===== config.mk =====
export PLATFORM = sky130hd
export DESIGN_NAME = exrdy_decide
export DESIGN_NICKNAME = d
export VERILOG_FILES = /design/src/rtl/exrdy_pkg.sv /design/src/rtl/exrdy_decide.sv
export SDC_FILE = /design/constraint.sdc
export NUM_CORES = 1
export LEC_CHECK = 0
export ABC_CLOCK_PERIOD_IN_PS = 5000
export CORE_AREA = 2 2 39 41
export DETAILED_ROUTE_END_ITERATION = 12
export DIE_AREA = 0 0 41 43
export PLACE_DENSITY = 0.68
export SKIP_LAST_GASP = 1
export SYNTH_ARGS = -nofsm -noshare
export SYNTH_HDL_FRONTEND = slang
export SYNTH_SLANG_ARGS = --single-unit

===== constraint.sdc =====
create_clock -name vclk -period 5
set_clock_uncertainty 0.15 [all_clocks]
set_input_delay 0.75 -clock vclk [all_inputs]
set_output_delay 0.75 -clock vclk [all_outputs]
set_load 0.01 [all_outputs]

===== src/rtl/exrdy_pkg.sv =====
package exrdy_pkg;
  localparam int RESET_EXC = 1;
  localparam int HF_EXC    = 3;

  typedef struct packed {
    logic hit;
    logic err;
  } exrdy_rsp_t;
endpackage


===== src/rtl/exrdy_decide.sv =====
module exrdy_decide
  import exrdy_pkg::*;
#(
  parameter int               NUM_EXC     = 16,
  parameter int               EXC_W       = 5,
  parameter int               PRIO_W      = 9,
  parameter int               IDX_W       = 4,
  parameter logic [NUM_EXC-1:0] BANKED_MASK = 16'hC858
) (
  input  logic [EXC_W-1:0]         exc,
  input  logic                     sec,
  input  logic                     sel_en,
  input  logic signed [PRIO_W-1:0] sel_prio,
  input  logic signed [PRIO_W-1:0] run_prio,
  output logic [IDX_W-1:0]         idx,
  output logic                     use_sec,
  output exrdy_rsp_t               rsp
);
  localparam logic signed [PRIO_W-1:0] NEG_ONE = '1;

  logic in_range, banked, legal, is_hf;

  always_comb begin
    in_range = (int'(exc) < NUM_EXC);
    idx      = in_range ? exc[IDX_W-1:0] : '0;
    banked   = in_range && BANKED_MASK[idx];
    legal    = in_range && (int'(exc) > RESET_EXC) && (!sec || banked);
    is_hf    = (int'(exc) == HF_EXC);
    use_sec  = banked && sec;
    rsp.err  = !legal;
    if (!legal)
      rsp.hit = 1'b0;
    else if (is_hf)
      rsp.hit = (run_prio > NEG_ONE);
    else
      rsp.hit = sel_en && (sel_prio < run_prio);
  end

  always_comb begin
    assert_illegal_quiet_R5: assert (!(rsp.err && rsp.hit));
  end
endmodule


==> flow_summary.ini <==
[power]
vdd_drop_max_v = 0.00003044
power.density_nw_per_um2 = 76.33
clkPwrFrac_pct = 0
totalPowerFinal_mw = 0.05186
power.leakage_nw = 0.3105
switching_share_pct = 36.70
pwr-share-seq_pct = 0
p_switching_mw = 0.01903
p_int_mw = 0.03283
combPwrFrac_pct = 100.0

[global_routing]
grt_pass1_wl_mm = 1.518
antenna_found_initial = 0
grt_pass1_vias = 393
grt_usage_pct = 11.49
grt-ovfl-total = 0
grt_max_degree = 7

[floorplan]
core_area_sq_um = 1384
die-area_sq_um = 1763
start_util_pct = 24.50
num_rows = 14
io_pins = 32
dieHeight_um = 43
die_w_um = 41

[worst_setup_path]
path_delay_family = buffers and inverters
path_max_fanout = 5
crit_path_end_kind = primary output
crit_required_ps = 4100
crit_arrival_ps = 2970
worst-path-buf-inv = 3
cpMaxStageDelayCell = clkdlybuf4s50_1
worst_setup_path_start_kind = primary input
worstSetupPathType = primary input to primary output
crit_chain = clkdlybuf4s50_1, inv_1, ha_1, nand4_1, a21oi_1, a21oi_1, or3_1, o211ai_2, clkdlybuf4s50_1
crit_path_max_incr_delay_ps = 560

[route]
drt_iter0_markers = 2
wirelength_um = 959
post_drt_wl_per_cell_um = 9.495
remaining_drc_errors = 0
drtPass1Iterations = 2
ant_nets = 0
viasPerCell = 4.624
vias = 467

[timing]
fin_ws_ps = 1129
fmax_mhz = 258.3
relSlewSlack_pct = 85.97
worst-slew-pin-transition_ps = 209.8
grt_setup_unrepaired = no
final.setup.tns_ps = 0
min_period_over_period_pct = 77.42
finalHoldViolCount = 0
period_minus_slack_ps = 3871
slew_viol_final = 0
finalSetupViolations = 0

[synthesis]
syn-cell-area_sq_um = 339.1
synth.avg_cell_area_sq_um = 6.398
synth-seq-area-share_pct = 0
synth_common_cells = inv_1 (12), ha_1 (8), a21oi_1 (5)
synth_top_area_share_pct = 29.52
ys_types = 20
synth.area.top_cells = ha_1 (30%), inv_1 (13%), a21oi_1 (7.4%)
ys_warn_count = 0
synth_top_area_cell = ha_1
yosys.cell_count.top_type = inv_1
synth_cells = 53
synth_nets = 86

[placement]
io_buffers = 32
dp.final_hpwl_um = 865
place_area_sq_um = 679.4
post-place-ws_ps = 1128
gp_congestion = 0.5819

[final_layout]
n_fill_cell = 156
antenna_cells = 0
drive_gt1_share_pct = 1.176
ff_latch_area_sq_um = 0
nNetsFinal = 120
syn_to_final_growth_pct = 100.4
seq_cell_count = 0
clock_buffers = 0
finalInstanceArea_sq_um = 679.4
multi_input_area_sq_um = 294.0

[clocking]
cts_resized = 0
post-cts-setup-buffers = 0
cts_hold_buf = 0

[min_path]
hp-class = primary input to primary output

[flow_run]
drv_cap = 0

[outcome]
status = finished, final reports clean
-- kinds of logic after synthesis --
logic type	count (synthesis)	synth area share (%)
buf+inv	12	13.28
compound gates	14	26.20
fa+ha+maj	8	29.52
simple gates	19	31.00
-- cells in the final DEF, fill, tap and decap left out, drive strengths merged --
cell,synthesis,routed
a211o,1,1
a211oi,1,1
a21oi,5,5
a31oi,1,1
and3,1,1
clkdlybuf4s50,0,32
ha,8,8
inv,12,12
nand2,3,3
nand2b,1,1
nand3,1,1
nand3b,3,3
nand4,1,1
nor2,3,3
nor2b,4,4
nor3,1,1
o211ai,2,2
o21ai,3,3
o22ai,1,1
or3,1,1
-- metal layers --
layer	part of all wire (%)	vias to the layer above	track usage, %	wire length (um)
met3	8.0	0	0.5236	77
met2	49	15	20.31	472
met5	0	-	0	0
li1	-	250	-	-
met4	0	0	0	0
met1	43	202	15.51	409
-- worst min-delay path, cell delays in order --
cell and delay (ps):
clkdlybuf4s50_1 390, inv_1 90, nor3_1 50, clkdlybuf4s50_1 470
-- power by group through the flow --
stage          logic, mW  clock network (mW)  registers [mW]
4_1_cts           0.0526                   0               0
6_report          0.0519                   0               0
5_1_grt           0.0581                   0               0
2_1_floorplan     0.0209                   0               0
3_3_place_gp      0.0518                   0               0
3_5_place_dp      0.0522                   0               0
-- final cells by class --
type / count / share of cell area [%]
Timing Repair Buffer: 32 / 47.15
Multi-Input combinational cell: 41 / 43.28
Inverter: 12 / 6.630
Tap cell: 16 / 2.947
-- worst paths after layout --
| path | from | to | slack, ps | depth (start not counted) |
|---|---|---|---|---|
| hold / removal | sec | use_sec | 2350 | 4 |
| setup / recovery | run_prio[8] | rsp[1] | 1130 | 9 |
-- per-stage QoR --
step	utilization [%]	instances	hold slack, ps
after global routing	49.10	101	2401
after CTS	49.10	101	2362
final	49.10	101	2350
after floorplan	-	53	1396
after global placement	49.10	101	2349
after detailed placement	49.10	101	2362
Note: power is estimated with default switching activity, not from simulation.
